### config.mk
export PLATFORM = sky130hd
export DESIGN_NAME = adc_frame_ctrl
export DESIGN_NICKNAME = d
export VERILOG_FILES = /design/src/rtl/adc_fc_pkg.sv /design/src/rtl/adc_fc_seq.sv /design/src/rtl/adc_fc_capture.sv /design/src/rtl/adc_frame_ctrl.sv
export SDC_FILE = /design/constraint.sdc
export NUM_CORES = 1
export LEC_CHECK = 0
export BUFFER_PORTS_ARGS = -buffer_cell sky130_fd_sc_hd__buf_2
export CORE_MARGIN = 4
export CORE_UTILIZATION = 40
export CTS_CLUSTER_SIZE = 16
export DETAILED_ROUTE_END_ITERATION = 6
export PLACE_DENSITY = 0.61
export SYNTH_ARGS = -nofsm -noshare
export SYNTH_HDL_FRONTEND = slang
export SYNTH_HIERARCHICAL = 1
export SYNTH_SLANG_ARGS = --single-unit
### constraint.sdc
create_clock -name clk_i -period 1.8 [get_ports clk_i]
set_input_delay 0 -clock clk_i [delete_from_list [all_inputs] [get_ports clk_i]]
set_output_delay 0 -clock clk_i [all_outputs]
set_load 0.01 [all_outputs]
### src/rtl/adc_fc_pkg.sv
package adc_fc_pkg;

    localparam int STREAM_W   = 16;
    localparam int FRAME_CLKS = 18;
    localparam int CNT_W      = 5;

    typedef struct packed {
        logic [STREAM_W-1:0] sh;
        logic [STREAM_W-1:0] data;
        logic                valid;
    } cap_state_t;

endpackage

### src/rtl/adc_fc_seq.sv
module adc_fc_seq
    import adc_fc_pkg::*;
#(
    parameter int DIV = 4
) (
    input  logic             clk_i,
    input  logic             rst_i,
    input  logic             continuous_i,
    input  logic             start_i,
    output logic             sclk_o,
    output logic             conv_o,
    output logic             rise_o,
    output logic             last_rise_o
);

    localparam int PH_W = (DIV > 2) ? $clog2(DIV) : 1;
    localparam int HALF = DIV / 2;
    localparam logic [PH_W-1:0]  PH_LAST  = PH_W'(DIV - 1);
    localparam logic [PH_W-1:0]  PH_HALF  = PH_W'(HALF);
    localparam logic [PH_W-1:0]  PH_PRE   = PH_W'(HALF - 1);
    localparam logic [CNT_W-1:0] CNT_LAST = CNT_W'(FRAME_CLKS - 1);
    localparam logic [CNT_W-1:0] CNT_DATA = CNT_W'(STREAM_W);
    localparam logic [CNT_W-1:0] CNT_FIN  = CNT_W'(STREAM_W - 1);

    typedef struct packed {
        logic             active;
        logic [PH_W-1:0]  ph;
        logic [CNT_W-1:0] cnt;
    } seq_state_t;

    seq_state_t s_d, s_q;
    logic       frame_end;

    assign frame_end = s_q.active && (s_q.ph == PH_LAST) && (s_q.cnt == CNT_LAST);

    always_comb begin
        s_d = s_q;
        if (!s_q.active) begin
            if (start_i || continuous_i) begin
                s_d.active = 1'b1;
                s_d.ph     = '0;
                s_d.cnt    = '0;
            end
        end else if (s_q.ph == PH_LAST) begin
            s_d.ph = '0;
            if (s_q.cnt == CNT_LAST) begin
                s_d.cnt    = '0;
                s_d.active = continuous_i;
            end else begin
                s_d.cnt = s_q.cnt + 1'b1;
            end
        end else begin
            s_d.ph = s_q.ph + 1'b1;
        end
    end

    always_ff @(posedge clk_i) begin
        if (rst_i) s_q <= '0;
        else       s_q <= s_d;
    end

    assign sclk_o      = s_q.active && (s_q.ph >= PH_HALF);
    assign conv_o      = s_q.active && (s_q.cnt == '0) && (s_q.ph < PH_HALF);
    assign rise_o      = s_q.active && (s_q.ph == PH_PRE) && (s_q.cnt < CNT_DATA);
    assign last_rise_o = rise_o && (s_q.cnt == CNT_FIN);

    // strobe only while the serial clock is low
    assert_conv_low_clk_R3: assert property (@(posedge clk_i) disable iff (rst_i)
        conv_o |-> !sclk_o);

    // a running frame is never cut short by request inputs
    assert_frame_holds_R9: assert property (@(posedge clk_i) disable iff (rst_i)
        (s_q.active && !frame_end) |=> s_q.active);

    // seamless restart in continuous mode
    assert_back_to_back_R7: assert property (@(posedge clk_i) disable iff (rst_i)
        (frame_end && continuous_i) |=> conv_o);

    // reset silences the converter pins on the next cycle
    assert_reset_idle_R10: assert property (@(posedge clk_i)
        rst_i |=> (!sclk_o && !conv_o));

endmodule

### src/rtl/adc_fc_capture.sv
module adc_fc_capture
    import adc_fc_pkg::*;
#(
    parameter int SAMPLE_W = 14,
    parameter int MSB_POS  = 2
) (
    input  logic                clk_i,
    input  logic                rst_i,
    input  logic                sdo_i,
    input  logic                rise_i,
    input  logic                last_rise_i,
    output logic [STREAM_W-1:0] data_o,
    output logic                valid_o
);

    localparam int LSB_IDX = STREAM_W - MSB_POS - SAMPLE_W;

    cap_state_t          c_d, c_q;
    logic [STREAM_W-1:0] sh_next;
    logic [SAMPLE_W-1:0] field;
    logic [STREAM_W-1:0] padded;

    always_comb sh_next = {c_q.sh[STREAM_W-2:0], sdo_i};
    always_comb field   = sh_next[LSB_IDX +: SAMPLE_W];

    generate
        if (SAMPLE_W < STREAM_W) begin : g_pad
            assign padded = {{(STREAM_W-SAMPLE_W){1'b0}}, field};
        end else begin : g_full
            assign padded = field;
        end
    endgenerate

    always_comb begin
        c_d       = c_q;
        c_d.valid = 1'b0;
        if (rise_i) begin
            c_d.sh = sh_next;
            if (last_rise_i) begin
                c_d.data  = padded;
                c_d.valid = 1'b1;
            end
        end
    end

    always_ff @(posedge clk_i) begin
        if (rst_i) c_q <= '0;
        else       c_q <= c_d;
    end

    assign data_o  = c_q.data;
    assign valid_o = c_q.valid;

    // the strobe never lasts two cycles
    assert_valid_single_R6: assert property (@(posedge clk_i) disable iff (rst_i)
        c_q.valid |=> !c_q.valid);

    // the result only moves together with the strobe
    assert_hold_result_R6: assert property (@(posedge clk_i) disable iff (rst_i)
        (!c_q.valid && !$past(rst_i)) |-> $stable(c_q.data));

    // the shift register only moves on a rising serial edge
    assert_shift_on_rise_R4: assert property (@(posedge clk_i) disable iff (rst_i)
        !rise_i |=> $stable(c_q.sh));

endmodule

### src/rtl/adc_frame_ctrl.sv
module adc_frame_ctrl
    import adc_fc_pkg::*;
#(
    parameter int DIV      = 4,
    parameter int SAMPLE_W = 14,
    parameter int MSB_POS  = 2
) (
    input  logic        clk_i,
    input  logic        rst_i,
    input  logic        continuous_i,
    input  logic        start_i,
    input  logic        sdo_i,
    output logic        sclk_o,
    output logic        conv_o,
    output logic [15:0] sample_o,
    output logic        valid_o
);

    logic rise;
    logic last_rise;

    adc_fc_seq #(
        .DIV (DIV)
    ) u_seq (
        .clk_i        (clk_i),
        .rst_i        (rst_i),
        .continuous_i (continuous_i),
        .start_i      (start_i),
        .sclk_o       (sclk_o),
        .conv_o       (conv_o),
        .rise_o       (rise),
        .last_rise_o  (last_rise)
    );

    adc_fc_capture #(
        .SAMPLE_W (SAMPLE_W),
        .MSB_POS  (MSB_POS)
    ) u_cap (
        .clk_i       (clk_i),
        .rst_i       (rst_i),
        .sdo_i       (sdo_i),
        .rise_i      (rise),
        .last_rise_i (last_rise),
        .data_o      (sample_o),
        .valid_o     (valid_o)
    );

    // a fresh sample arrives only in the high half of a serial period
    assert_valid_in_high_R5: assert property (@(posedge clk_i) disable iff (rst_i)
        valid_o |-> (sclk_o && !conv_o));

endmodule

==> results.yml <==
worst_setup_path:
  cp-endpoint: "u_cap/data_o[11]"
  endpoint_kind: "flip-flop"
  critPathArrivalTime_ns: 1.87
  rr_startpoint: "u_seq/s_q[1]"
  path_class: "flip-flop to flip-flop"
  timing.rr.end: "u_cap/data_o[11]"
  worstSetupStartpoint: "u_seq/s_q[1]"
  start_kind: "flip-flop"
  cp_max_fo: 29
  reg2reg_depth: 7
  reg2reg_slack_ns: 0.14
  worstPathRequired_ns: 2.01
sta:
  skew_ns: 0.00811
  setup_viol: 0
  slew_violations: 0
  hold_slack_ns: 0.0503
  rsz0062_at_grt: "false"
  slew-limit-headroom: 0.481
  max_freq_mhz: 604
  fin_ws_ns: 0.145
  final_hold_viol_count: 0
  finalCritPeriodShare: 0.920
  fin_setup_tns_ns: 0
  worst_slew_pin_slew_ns: 0.778
  min_period_ns: 1.66
cts:
  ctsResizeCount: 0
  htree_levels: 2
  cts_root_buf: "clkbuf_8"
  clk_pin_slew_ns: 0.07
  clkLatencyLatePin_ns: 0.29
  cts.path.max_buffers: 2
  ctsHoldBuffers: 2
  cts.sinks: 36
  cts_tree: "built"
  numCtsBuffers: 5
  post-cts-setup-buffers: 0
pwr:
  total_power_mw: 1.59
  leakage_nw: 0.744
  pwr_density_cell_nw_per_um2: 818
  vdd_drop_max_v: 0.000465
placed_design:
  dpl.cell_count: 234
  dp_hpwl_um: 1930
  placed_cell_area_um2: 1810
  place.gp.congestion: 0.841
  dp_slack_ns: 0.152
  io_buffer_count: 21
flow_run:
  drv_cap: 0
route:
  drtAntennaViolNets: 0
  drtPass1Iterations: 4
  wl_per_cell_um: 12.1
  first_iter_violations: 71
  drt-total-wl_um: 2960
  vias: 1205
  drc_errors: 0
  via_per_inst: 4.94
synthesis:
  synth_area_um2: 1800
  syn_area_per_cell_um2: 9.77
  ys_top_cells_by_area: "dfxtp_1, buf_4, mux2i_1"
  synth_top_cell_area_share: 0.401
  yosysTopAreaCell: "dfxtp_1"
  synth_cell_type_count: 35
  synth_seq_cells: 36
  syn-instance-count: 184
  ys_warn_count: 6
  ys_seq_area_frac: 0.401
die:
  dieHeight_um: 75.0
  die_x_um: 75.0
  start_util: 0.413
  io_pins: 24
  core_um2: 4350
  die_area_um2: 5630
  rows: 24
cells_and_area:
  fin_area_um2: 1940
  antenna_cells: 0
  final_common_cell: "dfxtp_1"
  drive_above_1_share: 0.255
  syn_to_final_growth_pct: 7.86
  fin_cells: 244
  layout_common_cells: "dfxtp_1, buf_2, nor2_1"
  fin_util: 0.445
  fin_nets: 202
global_routing:
  antenna_found_initial: 0
  grt_pass1_wl_um: 5100
  grt_max_degree: 43
  grt_pass1_vias: 1152
  grt.overflow.total: 0
  grt_use_total: 0.117
run_status:
  status: "completed"
hold_path:
  hold_path_class: "input pin to flip-flop"
[cell type report]
cell class / instances / area, um2
Multi-Input combinational cell: 114 / 836
Clock buffer: 6 / 72.6
Clock inverter: 2 / 35.0
Inverter: 6 / 22.5
Tap cell: 52 / 65.1
Sequential cell: 36 / 721
Timing Repair Buffer: 28 / 188
Fill cell: 429 / 2410
[report_power, final]
group	internal (mW)	switching, mW	leakage, nW
combinational	0.0300	0.0526	0.398
sequential	0.801	0.00402	0.291
clock	0.411	0.288	0.0552
[synthesized netlist by cell type]
master	instances
dfxtp_1	36
buf_4	19
nor2_1	18
nand3_1	15
mux2i_1	14
a21bo_1	12
a21oi_2	12
a21oi_1	7
ha_1	6
inv_1	6
buf_2	4
o21ai_0	4
buf_6	3
nand4_1	3
a21bo_2	2
and2_1	2
nand2_1	2
nor2b_1	2
a311oi_1	1
a31oi_1	1
a41oi_1	1
and3_1	1
and3_2	1
and4_1	1
buf_1	1
buf_8	1
clkbuf_4	1
conb_1	1
nand2b_1	1
nand4bb_4	1
nor3_1	1
nor4b_1	1
o22ai_1	1
or3b_1	1
or4b_1	1
[state kept, by name, summed over array words and instances (netlist names)]
| register | cells |
|---|---|
| u_cap/valid_o | 1 |
| u_cap/data_o | 14 |
| u_cap/c_q | 13 |
| u_seq/s_q | 8 |
[critical path, cell delays in order (launching register included)]
cell	delay, ns
dfxtp_1	0.33
ha_1	0.20
and3_2	0.21
ha_1	0.16
and3_1	0.19
buf_12	0.16
a21bo_1	0.20
a21oi_2	0.12
[layer usage]
layer | track usage | up-vias | routed length, um
met2 | 0.183 | 23 | 1310
met3 | 0.0454 | 5 | 184
met4 | 0.0356 | 0 | 37
met1 | 0.150 | 547 | 1430
li1 | - | 630 | -
met5 | 0 | - | 0
[worst min-delay path by stage]
stage,start,end,slack (ns),cells after the start
after global placement,sdo_i,u_cap/c_q[17],0.26,3
after CTS,start_i,u_seq/s_q[7],0.04,3
after floorplan,continuous_i,u_seq/s_q[7],0.13,2
final,start_i,u_seq/s_q[7],0.05,3
after global routing,start_i,u_seq/s_q[6],0.08,4
after detailed placement,sdo_i,u_cap/c_q[17],0.27,3
[kinds of logic (layout without fill, tap and decap cells)]
logic type      Yosys count  after routing  share of synthesized area
flops                    36             36                      0.401
fa+ha+maj                 6              6                     0.0418
other cells               1              2                    0.00209
compound gates           41             41                      0.184
mux                      14             14                     0.0779
simple gates             51             51                      0.157
buf+inv                  35             42                      0.136
(Power assumes the default switching activity.)
